===== config.mk =====
export PLATFORM = sky130hd
export DESIGN_NAME = fact_regblk
export DESIGN_NICKNAME = d
export VERILOG_FILES = /design/src/rtl/fact_pkg.sv /design/src/rtl/fact_decode.sv /design/src/rtl/fact_engine.sv /design/src/rtl/fact_regblk.sv
export SDC_FILE = /design/constraint.sdc
export NUM_CORES = 2
export LEC_CHECK = 0
export CORE_ASPECT_RATIO = 1.2
export CORE_MARGIN = 2
export CORE_UTILIZATION = 39
export DETAILED_ROUTE_END_ITERATION = 6
export DONT_BUFFER_PORTS = 1
export PLACE_DENSITY = 0.59
export SYNTH_ARGS = -nofsm -noshare
export SYNTH_HDL_FRONTEND = slang
export SYNTH_SLANG_ARGS = --single-unit
export TNS_END_PERCENT = 5

===== constraint.sdc =====
create_clock -name clk -period 17.6 [get_ports clk]
set_input_delay 1.76 -clock clk [delete_from_list [all_inputs] [get_ports clk]]
set_output_delay 1.76 -clock clk [all_outputs]
set_load 0.01 [all_outputs]

===== src/rtl/fact_pkg.sv =====
package fact_pkg;

    localparam int DATA_W = 32;

    localparam logic [7:0] OFF_IDENT = 8'h00;
    localparam logic [7:0] OFF_ALIVE = 8'h04;
    localparam logic [7:0] OFF_FACT  = 8'h08;
    localparam logic [7:0] OFF_STAT  = 8'h20;
    localparam logic [7:0] NARROW_LIMIT = 8'h80;

    localparam int STAT_BUSY_BIT  = 0;
    localparam int STAT_IRQEN_BIT = 7;

    localparam logic [DATA_W-1:0] IRQ_DONE_CODE = 32'h0000_0001;
    localparam logic [15:0]       IDENT_TAG     = 16'h00ED;
    localparam logic [DATA_W-1:0] ALL_ONES      = '1;

    typedef struct packed {
        logic ident;
        logic alive;
        logic fact;
        logic stat;
    } reg_sel_t;

    typedef enum logic {
        ENG_IDLE = 1'b0,
        ENG_RUN  = 1'b1
    } eng_state_t;

    function automatic logic [DATA_W-1:0] make_status(input logic busy, input logic irq_en);
        logic [DATA_W-1:0] s;
        s = '0;
        s[STAT_BUSY_BIT]  = busy;
        s[STAT_IRQEN_BIT] = irq_en;
        return s;
    endfunction

endpackage


===== src/rtl/fact_decode.sv =====
module fact_decode
    import fact_pkg::*;
#(
    parameter int ADDR_W = 20
) (
    input  logic              valid,
    input  logic              wide,
    input  logic [ADDR_W-1:0] addr,
    output reg_sel_t          sel
);
    localparam logic [ADDR_W-1:0] LIMIT = ADDR_W'(NARROW_LIMIT);

    logic legal;

    always_comb begin
        legal     = valid && !wide && (addr < LIMIT) && (addr[1:0] == 2'b00);
        sel.ident = legal && (addr == ADDR_W'(OFF_IDENT));
        sel.alive = legal && (addr == ADDR_W'(OFF_ALIVE));
        sel.fact  = legal && (addr == ADDR_W'(OFF_FACT));
        sel.stat  = legal && (addr == ADDR_W'(OFF_STAT));
    end
endmodule


===== src/rtl/fact_engine.sv =====
module fact_engine
    import fact_pkg::*;
#(
    parameter int W = DATA_W
) (
    input  logic         clk,
    input  logic         rst,
    input  logic         start,
    input  logic [W-1:0] operand,
    output logic         busy,
    output logic         finish,
    output logic [W-1:0] result
);
    localparam logic [W-1:0] ONE = W'(1);

    eng_state_t   state_q;
    logic [W-1:0] acc_q;
    logic [W-1:0] cnt_q;

    assign busy   = (state_q == ENG_RUN);
    assign finish = busy && (cnt_q <= ONE);
    assign result = acc_q;

    always_ff @(posedge clk) begin
        if (rst) begin
            state_q <= ENG_IDLE;
            acc_q   <= ONE;
            cnt_q   <= '0;
        end else begin
            case (state_q)
                ENG_IDLE: begin
                    if (start) begin
                        acc_q   <= ONE;
                        cnt_q   <= operand;
                        state_q <= ENG_RUN;
                    end
                end
                ENG_RUN: begin
                    if (cnt_q <= ONE) begin
                        state_q <= ENG_IDLE;
                    end else begin
                        acc_q <= acc_q * cnt_q;
                        cnt_q <= cnt_q - ONE;
                    end
                end
                default: state_q <= ENG_IDLE;
            endcase
        end
    end


    cnt_step_chk: assert property (@(posedge clk) disable iff (rst)
        busy && !finish |=> cnt_q == $past(cnt_q) - ONE);


    busy_hold_chk: assert property (@(posedge clk) disable iff (rst)
        busy && !finish |=> busy);


    start_load_chk: assert property (@(posedge clk) disable iff (rst)
        start && !busy |=> busy && acc_q == ONE);
endmodule


===== src/rtl/fact_regblk.sv =====
module fact_regblk
    import fact_pkg::*;
#(
    parameter int          ADDR_W  = 20,
    parameter logic [7:0]  VER_MAJ = 8'h01,
    parameter logic [7:0]  VER_MIN = 8'h00
) (
    input  logic              clk,
    input  logic              rst,
    input  logic              req_valid,
    input  logic              req_write,
    input  logic              req_wide,
    input  logic [ADDR_W-1:0] req_addr,
    input  logic [31:0]       req_wdata,
    output logic              rd_valid,
    output logic [31:0]       rd_data,
    output logic              irq_pulse,
    output logic [31:0]       irq_val
);
    localparam logic [DATA_W-1:0] IDENT_WORD = {VER_MAJ, VER_MIN, IDENT_TAG};

    reg_sel_t          sel;
    logic              wr_en;
    logic              rd_en;
    logic              eng_start;
    logic              eng_busy;
    logic              eng_finish;
    logic [DATA_W-1:0] eng_result;

    logic [DATA_W-1:0] alive_q;
    logic [DATA_W-1:0] fact_q;
    logic              irq_en_q;
    logic              irq_q;
    logic              rd_valid_q;
    logic [DATA_W-1:0] rd_data_q;
    logic [DATA_W-1:0] rd_mux;

    fact_decode #(.ADDR_W(ADDR_W)) u_dec (
        .valid (req_valid),
        .wide  (req_wide),
        .addr  (req_addr),
        .sel   (sel)
    );

    assign wr_en     = req_valid && req_write;
    assign rd_en     = req_valid && !req_write;
    assign eng_start = wr_en && sel.fact && !eng_busy;

    fact_engine #(.W(DATA_W)) u_eng (
        .clk     (clk),
        .rst     (rst),
        .start   (eng_start),
        .operand (req_wdata),
        .busy    (eng_busy),
        .finish  (eng_finish),
        .result  (eng_result)
    );

    always_comb begin
        rd_mux = ALL_ONES;
        if (sel.ident)      rd_mux = IDENT_WORD;
        else if (sel.alive) rd_mux = ~alive_q;
        else if (sel.fact)  rd_mux = fact_q;
        else if (sel.stat)  rd_mux = make_status(eng_busy, irq_en_q);
    end

    always_ff @(posedge clk) begin
        if (rst) begin
            alive_q    <= '0;
            fact_q     <= '0;
            irq_en_q   <= 1'b0;
            irq_q      <= 1'b0;
            rd_valid_q <= 1'b0;
            rd_data_q  <= '0;
        end else begin
            if (wr_en && sel.alive) alive_q <= req_wdata;
            if (wr_en && sel.stat)  irq_en_q <= req_wdata[STAT_IRQEN_BIT];
            if (eng_finish)         fact_q <= eng_result;
            else if (eng_start)     fact_q <= req_wdata;
            irq_q      <= eng_finish && irq_en_q;
            rd_valid_q <= rd_en;
            if (rd_en) rd_data_q <= rd_mux;
        end
    end

    assign rd_valid  = rd_valid_q;
    assign rd_data   = rd_data_q;
    assign irq_pulse = irq_q;
    assign irq_val   = irq_q ? IRQ_DONE_CODE : '0;


    busy_wr_ignored_chk: assert property (@(posedge clk) disable iff (rst)
        eng_busy && wr_en && sel.fact && !eng_finish |=> $stable(fact_q));


    irq_single_chk: assert property (@(posedge clk) disable iff (rst)
        irq_pulse |=> !irq_pulse);


    irq_after_done_chk: assert property (@(posedge clk) disable iff (rst)
        irq_pulse |-> $fell(eng_busy));


    wide_wr_ignored_chk: assert property (@(posedge clk) disable iff (rst)
        req_valid && req_write && req_wide |=> $stable(alive_q) && $stable(irq_en_q));


    rd_follow_chk: assert property (@(posedge clk) disable iff (rst)
        req_valid && req_write |=> !rd_valid);
endmodule


==> key figures <==
Status
  • Outcome: completed

Power and ir drop
  • Combinational share of power: 2.3%
  • Design Power: 0.787 mW
  • Portion of total power attributed to sequential cells: 48.4%
  • Fraction of power spent switching nets: 27.4%
  • Net switching power: 0.215 mW
  • Part of the power in the clock network: 49.2%
  • Worst vdd rail ir drop: 0.0629 mV
  • Internal power summed over all cells: 0.572 mW
  • Pwr/cell area: 32.9 nW/µm²
  • Cell leakage power: 10.9 nW

Place
  • Instance count after placement with tap cells included: 3248
  • GPL Wtd Cong: 0.882
  • I/O Buffers: 0
  • Estimated wirelength of the detail-placed design: 49900 µm
  • Cell area reported after detailed placement: 23400 µm²

Synthesis
  • Share of the synthesized area in the top cell type: 35.6%
  • Post-synthesis average cell area: 8.68 µm²
  • Area contributors post-synth: sky130_fd_sc_hd__fa_1 (36%), sky130_fd_sc_hd__dfxtp_1 (14%), sky130_fd_sc_hd__and2_1 (8.5%)
  • Number of storage elements in the synthesis netlist: 164
  • Count of flip-flops with a built-in enable after synthesis: 0
  • Synthesis warning total: 0
  • Synthesized netlist cell count: 2644
  • Unique masters post-synth: 63
  • Synth area leader: sky130_fd_sc_hd__fa_1
  • Seq/Total Area, Yosys: 14.3%
  • Post-synth design cell area: 23000 µm²
  • Most used DFF post-synth: sky130_fd_sc_hd__dfxtp_1
  • Fraction of registers with async set/reset: 0%

GRT
  • First-pass GRT wire length: 109000 µm
  • GRT met3 Usage: 3.20%
  • Antenna violations before repair: 1
  • Via count of the first global-routing pass: 19000
  • Layer with the highest usage after global routing: met2
  • Sum of overflow across all layers after global routing: 0
  • Maximum number of pins on one net before global-route repair: 108
  • Total Routing Usage GR: 23.2%
  • GR Layer Usage met2: 39.1%
  • GRT met1 Usage: 30.6%

Worst hold path
  • Worst min-delay path startpoint: alive_q[10]
  • Type of the most critical hold path: reg -> reg

STA
  • Max-slew headroom at the worst pin: 14.8%
  • Layout Skew: 0.0206 ns
  • Highest Clock Rate: 129 MHz
  • Worst-margin pin slew: 1.28 ns
  • Count of endpoints failing setup in the final report: 0
  • Number of hold violations in the final report: 0
  • Setup_tns: 0 ns
  • Fin crit period: 7.77 ns
  • Final worst-path cycle share: 44.2%
  • Slew Viols, Final: 0
  • Unrepaired setup endpoints after global routing: no

Setup path
  • Worst Setup Start Kind: register
  • Library cell appearing most often on the critical path: sky130_fd_sc_hd__fa_1
  • Critical path origin: u_eng.cnt_q[5]
  • Crit path required time: 17.96 ns
  • Worst-case register-to-register setup slack: 9.83 ns
  • Worst Path Class, Setup: reg -> reg
  • Stage delay of the slowest cell on the critical path: 1.16 ns
  • Critical R2R Launch: u_eng.cnt_q[5]
  • Critical path depth in cells: 20
  • Critical-path cell list: and2_1, fa_1, fa_1, fa_1, inv_1, fa_1, inv_1, fa_1, fa_1, fa_1, fa_1, ha_1, a21o_1, nor3_1, o21ai_0, a21oi_1, o21bai_1, o311ai_0, nand3_1, a32o_1
  • Worst R2R End: u_eng.result[30]
  • Crit path max fanout: 31
  • End point of the critical path: u_eng.result[30]
  • Delay-heaviest family, CP: adder cells
  • Capturing element type of the critical path: register
  • CP max stage cell: sky130_fd_sc_hd__dfxtp_1
  • Count of buffering cells on the critical path with inverters included: 2
  • Worst reg2reg path depth: 20
  • Critical Path AT: 8.14 ns

Clocking
  • CTS clk-pin slew, worst paths: 0.08 ns
  • Setup Fix Bufs, Post-CTS: 0
  • Number of buffers inserted during clock tree synthesis: 17
  • Post-cts repair resize count: 0
  • Clock sink total: 164
  • TritonCTS clock tree: yes
  • Root Buffer Master: sky130_fd_sc_hd__clkbuf_16
  • CTS Hold Bufs: 0
  • Later-pin clock latency in the skew report: 0.47 ns
  • Clock buffer depth: 2
  • Max H-tree Level: 4

Layout
  • Area Growth Syn to Fin: 4.36%
  • Sequential standard cell area: 3290 µm²
  • Post-route non-filler standard cell count: 3281
  • Final #Nets: 3115
  • Post-route design area: 24000 µm²
  • Layout cell share with drive strength beyond 1: 3.66%
  • Multi-input logic area: 17400 µm²
  • Number of inserted filler cells in the final layout: 5798
  • Fraction of the core area covered by cells at the end of the flow: 41.1%

Run
  • Max_cap viols: 0

Route
  • Router iterations before antenna repair: 5
  • Number of DRC markers after the initial detailed-route iteration: 1364
  • Residual DRC: 0
  • Vias after detailed routing: 17800
  • Vias per cell: 5.42
  • Total wire length: 67700 µm
  • Average wire per cell in the routed design: 20.6 µm
  • Antenna violation net count after detailed routing: 0

Floorplanning
  • Starting utilization of the core area: 39.4%
  • Top Ports: 123
  • Die boundary height: 270 µm
  • Die outline area: 60800 µm²
  • Core Area: 58300 µm²
  • Width of the chip: 225 µm
  • Rows: 97
==> worst reg2reg max path: cells and delay by family (launching register included) <==
| family | cells | cell delay, ns |
|---|---|---|
| adders and majority gates | 9 | 4.29 |
| and+or+nand+nor | 3 | 0.68 |
| AOI/OAI and AO/OA | 6 | 1.44 |
| buffers and inverters | 2 | 0.10 |
| DFF | 1 | 1.16 |
==> worst min path at each step <==
stage,to,slack (ns),depth (start not counted)
after floorplan,alive_q[10],0.43,2
after global placement,alive_q[30],0.43,2
after detailed placement,alive_q[27],0.43,2
after CTS,alive_q[27],0.45,2
after global routing,alive_q[28],0.46,2
final,alive_q[10],0.45,2
==> layer usage <==
layer | wire (µm) | share of wire, %
met3 | 4770 | 7.0
met4 | 1720 | 2.5
met2 | 33100 | 49
met1 | 28100 | 42
met5 | 0 | 0
==> placed cells by master, fill, tap and decap left out, drive strengths merged, types with 4 or more instances in the layout <==
cell type / synthesis / routed
clkbuf: 160 / 17
xor2: 27 / 27
or3: 5 / 5
and3: 17 / 17
o211ai: 32 / 32
a31oi: 9 / 9
nor2: 81 / 81
nand4: 6 / 6
buf: 48 / 40
o21a: 8 / 8
nand2: 370 / 370
and2: 313 / 313
conb: 1 / 31
ha: 125 / 125
a21oi: 118 / 118
mux2i: 4 / 4
clkinv: 0 / 7
a22o: 5 / 5
o21ai: 119 / 119
a211oi: 11 / 11
nor2b: 7 / 7
o31ai: 5 / 5
fa: 408 / 408
or2: 4 / 4
nor4: 16 / 16
nor3: 20 / 20
a21o: 17 / 17
nand3: 6 / 6
a22oi: 61 / 61
inv: 390 / 397
xnor2: 55 / 55
dfxtp: 164 / 164
==> area by class of cell <==
cell class | count | share of cell area, %
Inverter | 390 | 6.11
Sequential cell | 164 | 13.7
Multi-Input combinational cell | 1912 | 72.6
Timing Repair Buffer | 40 | 1.25
Clock inverter | 15 | 0.679
Tap cell | 742 | 3.88
Antenna cell | 1 | 0.0104
Clock buffer | 17 | 1.78
==> sequential cells by signal (all words and copies together) (netlist names) <==
register and cells:
u_eng.result 32, rd_data 32, irq_en_q 1, u_eng.cnt_q 32
alive_q 32, fact_q 32, rd_valid 1, irq_pulse 1
u_eng.busy 1
==> synth_stat cells (8+ instances only) <==
library cell,number
sky130_fd_sc_hd__a22oi_1,61
sky130_fd_sc_hd__nor3_1,19
sky130_fd_sc_hd__buf_4,33
sky130_fd_sc_hd__ha_1,125
sky130_fd_sc_hd__and3_1,17
sky130_fd_sc_hd__xor2_1,27
sky130_fd_sc_hd__nor2_1,81
sky130_fd_sc_hd__inv_1,389
sky130_fd_sc_hd__nand2_1,370
sky130_fd_sc_hd__a21oi_1,118
sky130_fd_sc_hd__buf_2,8
sky130_fd_sc_hd__o211ai_1,32
sky130_fd_sc_hd__xnor2_1,55
sky130_fd_sc_hd__a21o_1,17
sky130_fd_sc_hd__clkbuf_1,158
sky130_fd_sc_hd__and2_1,313
sky130_fd_sc_hd__a211oi_1,11
sky130_fd_sc_hd__o21ai_0,96
sky130_fd_sc_hd__nor4_1,15
sky130_fd_sc_hd__dfxtp_1,164
sky130_fd_sc_hd__o21a_1,8
sky130_fd_sc_hd__o21ai_1,23
sky130_fd_sc_hd__a31oi_1,9
sky130_fd_sc_hd__fa_1,408
==> cell families after synthesis <==
kind of cell	after synthesis	synth area share [%]
buf+inv	598	10.5
fa+ha+maj	533	42.4
compound gates	404	10.8
simple gates	857	18.5
xor+xnor	83	3.23
flops	164	14.3
mux	4	0.174
other cells	1	0.0163
==> through the flow <==
step | setup slack, ns | hold WS (ns)
detailed placement | 9.94 | 0.434
CTS | 9.89 | 0.446
global placement | 9.97 | 0.429
floorplan | 10.85 | 0.429
global route | 9.39 | 0.464
finish | 9.83 | 0.448
==> power groups by stage <==
stage | Sequential (mW) | Clock [mW] | Combinational [mW]
after CTS | 0.382 | 0.393 | 0.0182
after global routing | 0.382 | 0.411 | 0.0209
after global placement | 0.390 | 0 | 0.0177
after detailed placement | 0.390 | 0 | 0.0182
after floorplan | 0.389 | 0 | 0.0240
final | 0.381 | 0.388 | 0.0185
(Power assumes the default switching activity.)
